--- config.mk ---
export PLATFORM = sky130hd
export DESIGN_NAME = pbus_seq
export DESIGN_NICKNAME = d
export VERILOG_FILES = /design/src/rtl/pbus_pkg.sv /design/src/rtl/pbus_cfg_check.sv /design/src/rtl/pbus_clk_gen.sv /design/src/rtl/pbus_pin_pack.sv /design/src/rtl/pbus_seq.sv
export SDC_FILE = /design/constraint.sdc
export NUM_CORES = 1
export LEC_CHECK = 0
export BUFFER_PORTS_ARGS = -buffer_cell sky130_fd_sc_hd__buf_2
export CAP_MARGIN = 30
export CORE_ASPECT_RATIO = 0.8
export CORE_MARGIN = 2
export CORE_UTILIZATION = 38
export DETAILED_ROUTE_END_ITERATION = 7
export PLACE_DENSITY = 0.66
export REMOVE_ABC_BUFFERS = 1
export SKIP_CTS_REPAIR_TIMING = 1
export SYNTH_ARGS = -nofsm -noshare
export SYNTH_HDL_FRONTEND = slang
export SYNTH_SLANG_ARGS = --single-unit
--- constraint.sdc ---
create_clock -name clk -period 2.8 [get_ports clk]
set_clock_uncertainty 0.05 [all_clocks]
set_input_delay 0 -clock clk [delete_from_list [all_inputs] [get_ports clk]]
set_output_delay 0 -clock clk [all_outputs]
set_load 0.01 [all_outputs]
--- src/rtl/pbus_pkg.sv ---
package pbus_pkg;
  typedef enum logic [2:0] {
    PH_IDLE,
    PH_SETUP,
    PH_WSTB,
    PH_RSTB,
    PH_ADDR,
    PH_DATA
  } phase_e;
endpackage

--- src/rtl/pbus_cfg_check.sv ---
module pbus_cfg_check #(
  parameter int BYTE_W = 8,
  parameter int CNT_W  = 7
) (
  input  logic [1:0]       dsize,
  input  logic [1:0]       asize,
  input  logic             clk_en,
  output logic [CNT_W-1:0] dbits,
  output logic [CNT_W-1:0] abits,
  output logic             illegal
);
  always_comb begin
    dbits = CNT_W'((32'(dsize) + 32'd1) * 32'(BYTE_W));
    unique case (asize)
      2'd0: abits = CNT_W'(0);
      2'd1: abits = CNT_W'(4);
      2'd2: abits = CNT_W'(12);
      default: abits = CNT_W'(20);
    endcase
    illegal = 1'b0;
    if (asize == 2'd2 && dsize == 2'd2) illegal = 1'b1;
    if (asize == 2'd3 && dsize != 2'd0) illegal = 1'b1;
    if (dsize == 2'd3 && (asize != 2'd0 || clk_en)) illegal = 1'b1;
  end
endmodule

--- src/rtl/pbus_clk_gen.sv ---
module pbus_clk_gen (
  input  logic clk,
  input  logic rst_n,
  input  logic tick,
  input  logic clk_en,
  input  logic gate,
  input  logic div_zero,
  input  logic busy,
  output logic bclk
);
  logic pulse_d;

  always_comb pulse_d = tick && clk_en && (!gate || div_zero || busy);

  always_ff @(posedge clk) begin
    if (!rst_n) bclk <= 1'b0;
    else        bclk <= pulse_d;
  end

  // a clock pulse only follows a tick
  a_r6_pulse_after_tick: assert property (@(posedge clk) disable iff (!rst_n)
    $rose(bclk) |-> $past(tick));
  // gated clock stays low while idle
  a_r6_gated_idle_low: assert property (@(posedge clk) disable iff (!rst_n)
    (clk_en && gate && !div_zero && !busy) |=> !bclk);
endmodule

--- src/rtl/pbus_pin_pack.sv ---
module pbus_pin_pack #(
  parameter int PIN_W  = 32,
  parameter int DATA_W = 32,
  parameter int ADDR_W = 20,
  parameter int CNT_W  = 7
) (
  input  logic [CNT_W-1:0]  dbits,
  input  logic [CNT_W-1:0]  abits,
  input  logic              data_oe,
  input  logic              addr_oe,
  input  logic [DATA_W-1:0] data_val,
  input  logic [ADDR_W-1:0] addr_val,
  input  logic              clk_en,
  input  logic              bclk,
  output logic [PIN_W-1:0]  pin_out,
  output logic [PIN_W-1:0]  pin_oe,
  output logic [DATA_W-1:0] dmask
);
  localparam int CLK_PIN = PIN_W - 1;

  logic [ADDR_W-1:0] amask;
  logic [PIN_W-1:0]  addr_wide;
  logic [CNT_W-1:0]  atop;

  always_comb begin
    for (int j = 0; j < ADDR_W; j++) amask[j] = (CNT_W'(j) < abits);
    addr_wide = PIN_W'(addr_val & amask) << dbits;
    atop = dbits + abits;
  end

  for (genvar i = 0; i < PIN_W; i++) begin : g_pin
    localparam logic [CNT_W-1:0] IDX = CNT_W'(i);
    logic in_data, in_addr, fld_out, fld_oe;
    always_comb begin
      in_data = IDX < dbits;
      in_addr = !in_data && (IDX < atop);
    end
    if (i < DATA_W) begin : g_d
      always_comb begin
        fld_out = in_data ? data_val[i] : (in_addr ? addr_wide[i] : 1'b0);
        fld_oe  = in_data ? data_oe : (in_addr ? addr_oe : 1'b0);
      end
    end else begin : g_a
      always_comb begin
        fld_out = in_addr ? addr_wide[i] : 1'b0;
        fld_oe  = in_addr ? addr_oe : 1'b0;
      end
    end
    if (i == CLK_PIN) begin : g_clk
      always_comb begin
        pin_out[i] = clk_en ? bclk : fld_out;
        pin_oe[i]  = clk_en ? 1'b1 : fld_oe;
      end
    end else begin : g_io
      always_comb begin
        pin_out[i] = fld_out;
        pin_oe[i]  = fld_oe;
      end
    end
  end

  for (genvar k = 0; k < DATA_W; k++) begin : g_mask
    always_comb dmask[k] = (CNT_W'(k) < dbits);
  end

  // with no field enabled, nothing below the clock pin is driven
  always_comb begin
    if (!data_oe && !addr_oe)
      a_r2_idle_undriven: assert (pin_oe[PIN_W-2:0] == '0);
  end
endmodule

--- src/rtl/pbus_seq.sv ---
module pbus_seq
  import pbus_pkg::*;
#(
  parameter int PIN_W  = 32,
  parameter int DATA_W = 32,
  parameter int ADDR_W = 20
) (
  input  logic              clk,
  input  logic              rst_n,
  input  logic              tick,
  input  logic [1:0]        cfg_dsize,
  input  logic [1:0]        cfg_asize,
  input  logic              cfg_clk_en,
  input  logic              cfg_clk_gate,
  input  logic              cfg_div_zero,
  input  logic              cfg_wr2cyc,
  output logic              config_error,
  input  logic              req_valid,
  output logic              req_ready,
  input  logic              req_write,
  input  logic [ADDR_W-1:0] req_addr,
  input  logic [DATA_W-1:0] req_wdata,
  output logic              rsp_valid,
  output logic [DATA_W-1:0] rsp_rdata,
  input  logic              ext_ready,
  input  logic [PIN_W-1:0]  pin_in,
  output logic [PIN_W-1:0]  pin_out,
  output logic [PIN_W-1:0]  pin_oe,
  output logic              wr_strobe,
  output logic              rd_strobe
);
  localparam int CNT_W = $clog2(PIN_W) + 2;

  phase_e            phase;
  logic              write_q;
  logic [ADDR_W-1:0] addr_q;
  logic [DATA_W-1:0] wdata_q;
  logic [CNT_W-1:0]  dbits, abits;
  logic [DATA_W-1:0] dmask, data_val;
  logic [ADDR_W-1:0] addr_val;
  logic              busy, adv, accept, bclk, data_oe;

  pbus_cfg_check #(.BYTE_W(8), .CNT_W(CNT_W)) u_cfg (
    .dsize(cfg_dsize), .asize(cfg_asize), .clk_en(cfg_clk_en),
    .dbits(dbits), .abits(abits), .illegal(config_error)
  );

  pbus_clk_gen u_clk (
    .clk(clk), .rst_n(rst_n), .tick(tick), .clk_en(cfg_clk_en),
    .gate(cfg_clk_gate), .div_zero(cfg_div_zero), .busy(busy), .bclk(bclk)
  );

  always_comb begin
    busy      = (phase != PH_IDLE);
    adv       = tick && ext_ready;
    req_ready = !busy && !config_error;
    accept    = req_valid && req_ready;
    wr_strobe = (phase == PH_WSTB) || (phase == PH_ADDR);
    rd_strobe = (phase == PH_RSTB);
    data_oe   = busy && write_q;
    data_val  = (data_oe && phase != PH_ADDR) ? wdata_q : '0;
    addr_val  = (busy && phase != PH_DATA) ? addr_q : '0;
  end

  always_ff @(posedge clk) begin
    if (!rst_n) begin
      phase     <= PH_IDLE;
      write_q   <= 1'b0;
      addr_q    <= '0;
      wdata_q   <= '0;
      rsp_valid <= 1'b0;
      rsp_rdata <= '0;
    end else begin
      rsp_valid <= 1'b0;
      unique case (phase)
        PH_IDLE: if (accept) begin
          write_q <= req_write;
          addr_q  <= req_addr;
          wdata_q <= req_wdata;
          phase   <= (req_write && cfg_wr2cyc) ? PH_ADDR : PH_SETUP;
        end
        PH_SETUP: if (adv) phase <= write_q ? PH_WSTB : PH_RSTB;
        PH_WSTB:  if (adv) phase <= PH_IDLE;
        PH_RSTB:  if (adv) begin
          phase     <= PH_IDLE;
          rsp_valid <= 1'b1;
          rsp_rdata <= pin_in[DATA_W-1:0] & dmask;
        end
        PH_ADDR:  if (adv) phase <= PH_DATA;
        PH_DATA:  if (adv) phase <= PH_IDLE;
        default:  phase <= PH_IDLE;
      endcase
    end
  end

  pbus_pin_pack #(.PIN_W(PIN_W), .DATA_W(DATA_W), .ADDR_W(ADDR_W), .CNT_W(CNT_W)) u_pack (
    .dbits(dbits), .abits(abits), .data_oe(data_oe), .addr_oe(busy),
    .data_val(data_val), .addr_val(addr_val), .clk_en(cfg_clk_en), .bclk(bclk),
    .pin_out(pin_out), .pin_oe(pin_oe), .dmask(dmask)
  );

  // an illegal layout never offers readiness
  a_r3_err_blocks: assert property (@(posedge clk) disable iff (!rst_n)
    config_error |-> !req_ready);
  // strobes are exclusive
  a_r4_strobe_excl: assert property (@(posedge clk) disable iff (!rst_n)
    !(wr_strobe && rd_strobe));
  // the response is a single-cycle pulse
  a_r8_rsp_pulse: assert property (@(posedge clk) disable iff (!rst_n)
    rsp_valid |=> !rsp_valid);
  // a stalled phase keeps its pins and strobes
  a_r7_stall_hold: assert property (@(posedge clk) disable iff (!rst_n)
    (busy && !ext_ready && $stable(cfg_dsize) && $stable(cfg_asize)) |=>
      ($stable(pin_out[PIN_W-2:0]) && $stable(wr_strobe) && $stable(rd_strobe)));
  // a response follows a read strobe phase
  a_r8_rsp_after_rd: assert property (@(posedge clk) disable iff (!rst_n)
    $rose(rsp_valid) |-> $past(rd_strobe));
endmodule

=== Word level (Yosys, flattened, before mapping) ===
Index checks and enable logic that the tools add are counted.

* Bits of input ports: 98
* Word-level logic and storage cells: 349
* Output and inout bits: 101
* Flip-flop bits (word level): 90

* Equality and inequality tests: 16
* Order comparisons: 84
* Add/subtract/negate cells: 2
* Reductions and logical operators: 93
* Shift-type cells: 1
* Bitwise operators: 2
* Mux-type cells: 144

{| class="wikitable"
|+ Operators by type and width
! kind !! count
|-
| 2-to-1 mux 1 bit || 135
|-
| < comparator 5 x 7 -> 1 bit, first input constant || 16
|-
| < comparator 5 x 6 -> 1 bit, first input constant || 16
|-
| < comparator 4 x 7 -> 1 bit, first input constant || 8
|-
| < comparator 4 x 6 -> 1 bit, first input constant || 8
|-
| logical AND 1 bit || 44
|-
| < comparator 4 x 5 -> 1 bit, first input constant || 8
|-
| logical NOT 1 bit || 35
|-
| AND 32 bit || 1
|-
| 2-to-1 mux 32 bit || 1
|-
| << shifter 32 x 6 -> 32 bit || 1
|-
| < comparator 3 x 7 -> 1 bit, first input constant || 4
|-
| < comparator 3 x 6 -> 1 bit, first input constant || 4
|-
| AND 20 bit || 1
|-
| < comparator 3 x 5 -> 1 bit, first input constant || 4
|-
| < comparator 5 bit, first input constant || 4
|-
| 2-to-1 mux 20 bit || 1
|-
| 2-to-1 mux 3 bit || 5
|-
| case mux 5 bit (3 select lines) || 1
|-
| < comparator 1 x 7 -> 1 bit, first input constant || 2
|-
| < comparator 2 x 7 -> 1 bit, first input constant || 2
|-
| < comparator 1 x 6 -> 1 bit, first input constant || 2
|-
| < comparator 2 x 6 -> 1 bit, first input constant || 2
|-
| case mux 3 bit (4 select lines) || 1
|-
| other kinds (20) || 36
|}

=== Logic depth before layout (Yosys ltp) ===
Gate-level depths: netlist of run 1.

* Depth after elaboration: 10
* Mapped depth: 11
* Mapped depth without buffers: 9

=== Hierarchy ===
From an unflattened synthesis of run 1, not the netlist that was laid out.

* Cell total of the unflattened synthesis: 1111
* Area total of the unflattened synthesis: 8106.5 um^2

{| class="wikitable"
|+ By module, submodules not included
! module !! cells an instance !! area each (um^2) !! instances
|-
| pbus_pin_pack || 680 || 4255.3 || 1
|-
| pbus_seq || 406 || 3647.2 || 1
|-
| pbus_cfg_check || 21 || 162.7 || 1
|-
| pbus_clk_gen || 4 || 41.3 || 1
|}

=== Least setup slack after synthesis of run 1 ===
No wires, ideal clock.

* Path type: input to output
* From: in cfg_dsize[0]
* To: out pin_out[8]
* Path buffers: 2
* Arrival: 2.038 ns
* Required time: 2.750 ns
* Setup slack: 0.712 ns
* Stages: 11
* Cells stage by stage: inv_1 > ha_1 > buf_2 > xor2_1 > ha_1 > inv_1 > a21o_1 > a211oi_2 > a211oi_1 > a22o_1 > buf_4

* Cells in the longest elaborated chain, start to end: 6
* Elaborated cells on any way between the ends: 9
* Those cells by class: 2 x add/sub; 2 x order compare; 1 x shift; 2 x mux; 2 x reduce/logical

{| class="wikitable"
|+ Ends and longest elaborated chain
! item !! RTL line !! RTL
|-
| start, declared || pbus_seq.sv:11 || <nowiki>input logic [1:0] cfg_dsize,</nowiki>
|-
| adder 2 x 1 -> 3 bit * || pbus_cfg_check.sv:13 || <nowiki>dbits = CNT_W'((32'(dsize) + 32'd1) * 32'(BYTE_W));</nowiki>
|-
| adder 6 x 5 -> 7 bit / < comparator 4 x 6 -> 1 bit (equally long branches) || pbus_pin_pack.sv:28, pbus_pin_pack.sv:35 ||
|-
| < comparator 4 x 7 -> 1 bit / logical NOT 1 bit (equally long branches) || pbus_pin_pack.sv:36 || <nowiki>in_addr = !in_data && (IDX < atop);</nowiki>
|-
| logical AND 1 bit || pbus_pin_pack.sv:36 ||
|-
| 2-to-1 mux 1 bit || pbus_pin_pack.sv:40 || <nowiki>fld_out = in_data ? data_val[i] : (in_addr ? addr_wide[i] : 1'b0);</nowiki>
|-
| 2-to-1 mux 1 bit * || pbus_pin_pack.sv:40 ||
|-
| end, declared || pbus_seq.sv:27 || <nowiki>output logic [PIN_W-1:0] pin_out,</nowiki>
|}

Mark *: on every way between the ends. The rest lies on a longest branch, timed or not.

=== Worst setup path after layout of run 1 ===
* From: in cfg_dsize[0]
* To: out pin_oe[8]

* Cells in the longest elaborated chain, start to end: 6
* Elaborated cells on any way between the ends: 8
* Those cells by class: 2 x add/sub; 2 x order compare; 2 x mux; 2 x reduce/logical

{| class="wikitable"
|+ Ends and longest elaborated chain
! item !! RTL line !! RTL
|-
| adder 2 x 1 -> 3 bit * || pbus_cfg_check.sv:13 ||
|-
| adder 6 x 5 -> 7 bit / < comparator 4 x 6 -> 1 bit (equally long branches) || pbus_pin_pack.sv:28, pbus_pin_pack.sv:35 ||
|-
| < comparator 4 x 7 -> 1 bit / logical NOT 1 bit (equally long branches) || pbus_pin_pack.sv:36 ||
|-
| logical AND 1 bit || pbus_pin_pack.sv:36 ||
|-
| 2-to-1 mux 1 bit || pbus_pin_pack.sv:41 || <nowiki>fld_oe = in_data ? data_oe : (in_addr ? addr_oe : 1'b0);</nowiki>
|-
| 2-to-1 mux 1 bit * || pbus_pin_pack.sv:41 ||
|-
| end, declared || pbus_seq.sv:28 || <nowiki>output logic [PIN_W-1:0] pin_oe,</nowiki>
|}

Marked as above.

==> reports/results.txt, run 1 <==
After synthesis the cells add up to 4753 um2. TritonCTS built the clock tree. Time the worst path needs with I/O delays and setup: 2.528 ns. The tools report the number of hold-slack violations in the final timing report as 0. The leading register cell type out of synthesis is sky130_fd_sc_hd__dfxtp_1.

By area the synthesized netlist is led by sky130_fd_sc_hd__dfxtp_1 38%, sky130_fd_sc_hd__a22o_1 12%, sky130_fd_sc_hd__buf_4 9.8%. In this run the tool buffered the top-level ports with 198 buffer cells. The period utilization was 90.28%; the reported leakage power was 3.065 nW.

Prior to clock tree synthesis, the placed netlist has a worst setup slack of 0.3761 ns. The critical path is of the in2out type. Launch instance of the worst register-to-register path: phase[2]. At the pin with the least slew margin, the transition time is 0.9618 ns.

The area share of the largest cell type after synthesis was 37.90%. The largest individual stage delay along the critical path comes from the cell sky130_fd_sc_hd__a31oi_1. In this run the tightest slew margin relative to its limit is 35.88%. STA classifies the critical path endpoint as an output port. For the maximum VDD drop, the log shows 0.2931 mV. Setup repair after global routing left no endpoint under its margin.

The sink count of the clock tree was 90. For this run, the post-layout net count is 890. Static timing analysis puts the maximum clock frequency at 0.3956 GHz. The HPWL after detailed placement is 10.77 mm. After floorplanning, the core was sized to cover 12210 um2.

The number of global-route vias before repair is 4264, and the accumulated negative setup slack is 0 ns. The tools report the launch point of the worst path as cfg_dsize[0]. The clock latency on the worst-skew pair was 0.34 ns; the sum of internal, switching and leakage power was 3.324 mW.

Traced cell by cell, the critical path runs through buf_2 -> inv_1 -> ha_1 -> xor2_1 -> ha_1 -> inv_1 -> o22ai_1 -> a211oi_2 -> buf_4 -> a31oi_1 -> buf_2. The weighted congestion at the end of routability-driven global placement was 0.9569; the number of cell instances on the worst register-to-register path was 6. In this run the power density over the cells is 503.5 nW/um2. The logs give 36 for the row count and 358 for the violation count after the first detailed-routing iteration.

The tools report the wire length of the first global-routing pass as 21.85 mm. The peak per-stage delay on the critical path was 0.48 ns; the sequential element share of the synthesized area was 37.90%. Dominant cell by count in the synthesized netlist: sky130_fd_sc_hd__dfxtp_1. sky130_fd_sc_hd__dfxtp_1 takes more of the synthesized area than any other cell. Summing all multi-input logic gate instances after layout gives 2260 um2. A synthesized cell averages 8.310 um2.

Hold is met by 0.05980 ns. The x dimension of the die was 129.0 um. Counting the buffers created by CTS gives 9.

The setup check on the worst reg-to-reg path leaves a slack of 0.49 ns. Global routing consumed, over all layers together, 20.48% of the routing resources. Once placement finished, the instance area stood at 5411 um2.

Once layout is done, the placed cells without fillers occupy 6601 um2. In this run the worst setup path terminates at pin_oe[8]. The clock-pin slew reported for the worst setup and hold paths after clock tree synthesis works out to 0.06 ns. Relative to the synthesized area, the layout overhead comes to 38.88%. The maximum buffer depth of the clock tree is 2. STA classifies the critical path startpoint as an input port. In this run the worst path has a maximum fanout of 16. The logs give 0 for the number of antenna-violating nets in the routed design and 0 for the total setup violations reported at the end of the flow. The layout cell share with drive strength beyond 1 was 29.77%. The overall die height is 104.0 um. Synthesis handed over a netlist of 572 instances. Sorting the synthesized cells by how often they occur yields 90 x sky130_fd_sc_hd__dfxtp_1, 70 x sky130_fd_sc_hd__nand2_1, 63 x sky130_fd_sc_hd__a22o_1. The number of maximum-capacitance constraint violations was 0.

The worst hold path belongs to the class in2reg. After synthesis, the netlist uses 47 different library cells. The data arrival time of the critical path is 2.48 ns, and the antenna cell count is 0. The detailed router placed 5003 vias in this run.

CTS built an H-tree with a depth of 3. Data on the critical path is required at its endpoint by 2.75 ns. The number of pins exceeding their max-slew limit in the final report came out at 0. The flow ran to the end, and the final reports show no timing, DRC or antenna violations. Setup slack on the critical path of the routed design comes to 0.2721 ns. The initial core utilization was 38.94%; the ratio of routed vias to standard cells was 5.228. The area of all sequential standard cells is 1802 um2. The pin count of the biggest net entering global routing is 109, and the post-route DRC violation count is 0.

The overflow left after global routing was 0. The worst register-to-register path ends at wdata_q[17]. The first detailed-routing pass ran for 6 iterations. Wires add up to 15.63 mm. The die covers 13430 um2.

The share of synthesized flip-flops with an asynchronous set or reset works out to 0%. The count of filler cells inserted in the layout was 1149; the routed wirelength normalized by instance count was 16.33 um. The cell at the root of the clock tree is sky130_fd_sc_hd__clkbuf_16. 199 I/O pins were placed. The synthesized design contains 90 register bits. The number of antenna violations at the first check in global routing was 0.

For this run, the number of Yosys warnings is 0. The number of enable flip-flop cells after synthesis came out at 0.
[worst min-delay path by stage]
stage	to	slack (ns)	cells after the start	start
global placement	rsp_rdata[24]	0.16	2	pin_in[24]
finish	phase[0]	0.06	4	ext_ready
floorplan	pin_out[31]	0.03	1	cfg_clk_en
detailed placement	rsp_rdata[25]	0.17	2	pin_in[25]
CTS	rsp_rdata[16]	-0.19	2	pin_in[16]
global route	phase[2]	0.09	3	ext_ready
[logic make-up after synthesis]
kind of cell | count (synthesis) | share of synthesized area, %
xor gates and xnor gates | 3 | 0.5529
DFF | 90 | 37.90
and+or+nand+nor | 176 | 17.14
adders and majority gates | 10 | 2.632
buffers and inverters | 113 | 14.61
AOI/OAI and AO/OA | 180 | 27.17
[power breakdown]
| group | internal [mW] | switching [mW] |
|---|---|---|
| clock network | 0.781 | 0.511 |
| logic | 0.278 | 0.350 |
| registers | 1.35 | 0.0572 |
| total | 2.41 | 0.918 |
[state kept, by name, indices dropped and copies added (netlist names)]
signal,flops
rsp_rdata,32
wdata_q,32
addr_q,20
phase,3
rsp_valid,1
u_clk.bclk,1
write_q,1
[final cells by class]
cell class,count,area share [%]
multi-input cells,369,34.23
repair buffers,298,29.76
flip-flops and latches,90,27.29
clock buffers,11,3.525
well taps,171,3.241
clock inverters,4,1.156
inverters,14,0.7961
[per-layer routing]
metal  part of all wire, %  track usage, %
met1                    46           29.30
met2                    46           30.69
met3                   6.4           4.475
met4                   2.1           6.289
met5                     0               0
[cells in the final DEF, fill, tap and decap left out, types with 5 or more instances in the layout]
cell / n
sky130_fd_sc_hd__dfxtp_1: 90
sky130_fd_sc_hd__nand2_1: 70
sky130_fd_sc_hd__inv_1: 14
sky130_fd_sc_hd__nand3_1: 57
sky130_fd_sc_hd__a21oi_1: 12
sky130_fd_sc_hd__o21ai_1: 18
sky130_fd_sc_hd__o21ai_0: 45
sky130_fd_sc_hd__buf_2: 197
sky130_fd_sc_hd__a22o_1: 63
sky130_fd_sc_hd__nor2_1: 17
sky130_fd_sc_hd__buf_4: 13
sky130_fd_sc_hd__clkbuf_16: 9
sky130_fd_sc_hd__dlygate4sd3_1: 88
sky130_fd_sc_hd__a31oi_1: 7
sky130_fd_sc_hd__ha_1: 10
sky130_fd_sc_hd__nor3_1: 7
sky130_fd_sc_hd__nor2b_1: 5
[worst max-delay path: cells and delay by family]
kind,cells,cell delay (ns)
AOI/OAI and AO/OA,3,0.84
buffers and inverters,5,0.87
adders and majority gates,2,0.54
xor gates and xnor gates,1,0.22
[through the flow]
step,cells,utilization (%)
3_5_place_dp,854,44.33
5_1_grt,957,54.08
6_report,957,54.08
2_1_floorplan,473,-
4_1_cts,869,46.86
3_3_place_gp,854,44.33
Power figures use the tool's default switching activity.
==> run 2: changes to the inputs <==
CELL_PAD_IN_SITES_DETAIL_PLACEMENT = 0   (was not set)
CELL_PAD_IN_SITES_GLOBAL_PLACEMENT = 1   (was not set)
CORE_UTILIZATION = 34   (was 38)
PLACE_DENSITY = not set   (was 0.66)
PLACE_DENSITY_LB_ADDON = 0.1   (was not set)
==> reports/results.txt, run 2 (synthesis gave the netlist of run 1 again) <==
STA classifies the critical path endpoint as an output port. The cell at the root of the clock tree was sky130_fd_sc_hd__clkbuf_16. The kind of cell with the highest combined delay along the critical path is simple AND/OR/NAND/NOR gates.

The run gives 0.3163 mV as the maximum VDD drop. At the pin with the least slew margin, the transition time is 0.7067 ns. In this run the tightest slew margin relative to its limit is 52.71%. Along the worst path, the maximum fanout reaches 10. Routed via count: 4768. Total length of routed wires: 14.90 mm. Walking the worst path, the cells encountered are xnor2_1 -> and2_1 -> nor3_1 -> a22o_1 -> a22o_1 -> buf_2. Post-route DRC violation count: 0. The layout cell share with drive strength beyond 1 works out to 30.20%. For this design, the slowest cell found on the critical path is sky130_fd_sc_hd__nor3_1.

The completed layout was analyzed and its total power is 3.316 mW. After global routing the overflow that remains totals 0. The critical path in this run is classified as reg2out. For this design the top-level I/O count stands at 199. The run gives 892 as the net count of the finished layout.

TritonCTS built the clock tree. For met2 alone, demand over resource in global routing was 26.45%. The run gives 2.75 ns as the required time of the worst setup path.

CTS built an H-tree with a depth of 3. The ratio of routed vias to standard cells is 4.926, and the power density of the placed cells is 498.8 nW/um2. Across every metal layer, demand over resource in global routing totals 18.70%. For this run, global-route usage on met3 was measured as 5.302%. For the worst-skew pair, the clock arrives at the later sink with an insertion delay of 0.34 ns. Setup violations remaining at the end of the flow were counted as 0. The first routing iteration left 301 violations. The global routing stage identified its most utilized layer as met1. The combined buffer and inverter count along the critical path was 1. The run gives 0.3159 ns as the minimum setup slack after placement. Counting instances, the worst hold path has a depth of 4. Leaving out fill and tap cells, the most frequent cells in the layout are 197 x sky130_fd_sc_hd__buf_2, 90 x sky130_fd_sc_hd__dfxtp_1, 87 x sky130_fd_sc_hd__dlygate4sd3_1, 70 x sky130_fd_sc_hd__nand2_1, 63 x sky130_fd_sc_hd__a22o_1. The overall die height is 109.8 um, and the core outline area is 13600 um2. The number of port buffers was 198.

The pin count of the biggest net entering global routing is 109. End of the worst register-to-register path: wdata_q[21]. Leaving out fill and tap cells, the most frequent cell in the layout is sky130_fd_sc_hd__buf_2.

The number of cell instances on the worst register-to-register path is 6, and the clock-pin slew reported for the worst setup and hold paths after clock tree synthesis is 0.07 ns. In this run, placement finished with an instance count of 866. STA puts the critical path data arrival time at 2.51 ns. The time the worst path needs with I/O delays and setup was 2.560 ns.

The x dimension of the die was 136.2 um; the initial core utilization was 34.96%. The sink count of the clock tree came out at 90. The cell that appears most often on the critical path is sky130_fd_sc_hd__a22o_1. The HPWL after detailed placement is 10.78 mm. The run gives 14950 um2 as the die outline area.

The critical path crosses 6 cells after its start point. 0 antenna diodes ended up in the layout. The tightest min-delay check is of the in2reg type.

The number of hold-slack violations in the final timing report was 0; the worst setup slack after layout was 0.2398 ns. In this design, the stage delay of the slowest critical-path cell is 0.56 ns. The count of cells in the finished layout, fillers not included, comes to 968. The logs give 4017 for the number of global-route vias before repair and 0 for the number of antenna violations at the first check in global routing. The largest registers in the layout are rsp_rdata x32, wdata_q x32, addr_q x20. The number of pins exceeding their max-slew limit in the final report is 0, and the number of buffers created by CTS is 9.

Count of TritonRoute iterations in the first routing pass: 4. The logs give 3.096 nW for the reported leakage power and 0.3906 GHz for the achievable frequency. Dividing the detail-routed wire length by the instance count gives 15.40 um. The tools report the weighted congestion at the end of routability-driven global placement as 0.8784. The clock passes through at most 2 buffers. The row count was 38. Setup repair after global routing left no endpoint under its margin.

The tools report the startpoint of the worst hold path as ext_ready. The wire length of the first global-routing pass is 21.60 mm. Across the run, the number of max-cap violations was 0. For hold timing, the worst endpoint is phase[0].

The flow ran to the end, and the final reports show no timing, DRC or antenna violations. In this run the register-to-register setup slack is 0.70 ns. After layout, the worst path uses 91.44% of the clock period. The run gives 0.07259 ns as the hold slack.

Element type at the critical path start: a flop. The accumulated negative setup slack is 0 ns, and the met1 capacity usage during global routing is 27.33%. The launch instance of the worst register-to-register path was phase[2]. The number of antenna-violating nets in the routed design is 0, and the area growth from synthesis to layout is 39.88%.
run 2: stage by stage:
step | instance area (um2) | util (%)
final | 6649 | 48.90
after detailed placement | 5470 | 40.23
after global routing | 6649 | 48.90
after global placement | 5455 | 40.12
after CTS | 5778 | 42.49
after floorplan | 4111 | -
run 2: layout make-up:
class | count | area, um2
multi-input combinational | 369 | 2265
tap | 180 | 225.2
timing repair buffer | 300 | 1997
clock buffer | 10 | 229.0
sequential | 90 | 1802
clock inverter | 5 | 78.83
inverter | 14 | 52.55
fill | 1375 | 6949
run 2: how the worst max path moves through the flow:
stage                 startpoint           to
floorplan               phase[2]   wdata_q[0]
global placement    cfg_dsize[0]   pin_out[8]
detailed placement  cfg_dsize[0]   pin_out[8]
CTS                     phase[2]  pin_out[20]
global route        cfg_dsize[0]   pin_out[8]
finish                  phase[2]  pin_out[21]
run 2: power breakdown:
part	total (mW)	switching [mW]	internal, mW
Sequential	1.41	0.0589	1.35
Clock	1.28	0.503	0.778
Combinational	0.629	0.344	0.285
run 2: per-layer routing:
metal / vias to the layer above / wire (um)
met2: 163 / 6365
met5: - / 0
met1: 2171 / 7338
met4: 0 / 193
li1: 2420 / -
met3: 14 / 1007
run 2: worst min-delay path: stages:
cell	delay (ns)
sky130_fd_sc_hd__buf_2	0.11
sky130_fd_sc_hd__nand2_1	0.12
sky130_fd_sc_hd__nand4_1	0.11
sky130_fd_sc_hd__o21ai_0	0.07
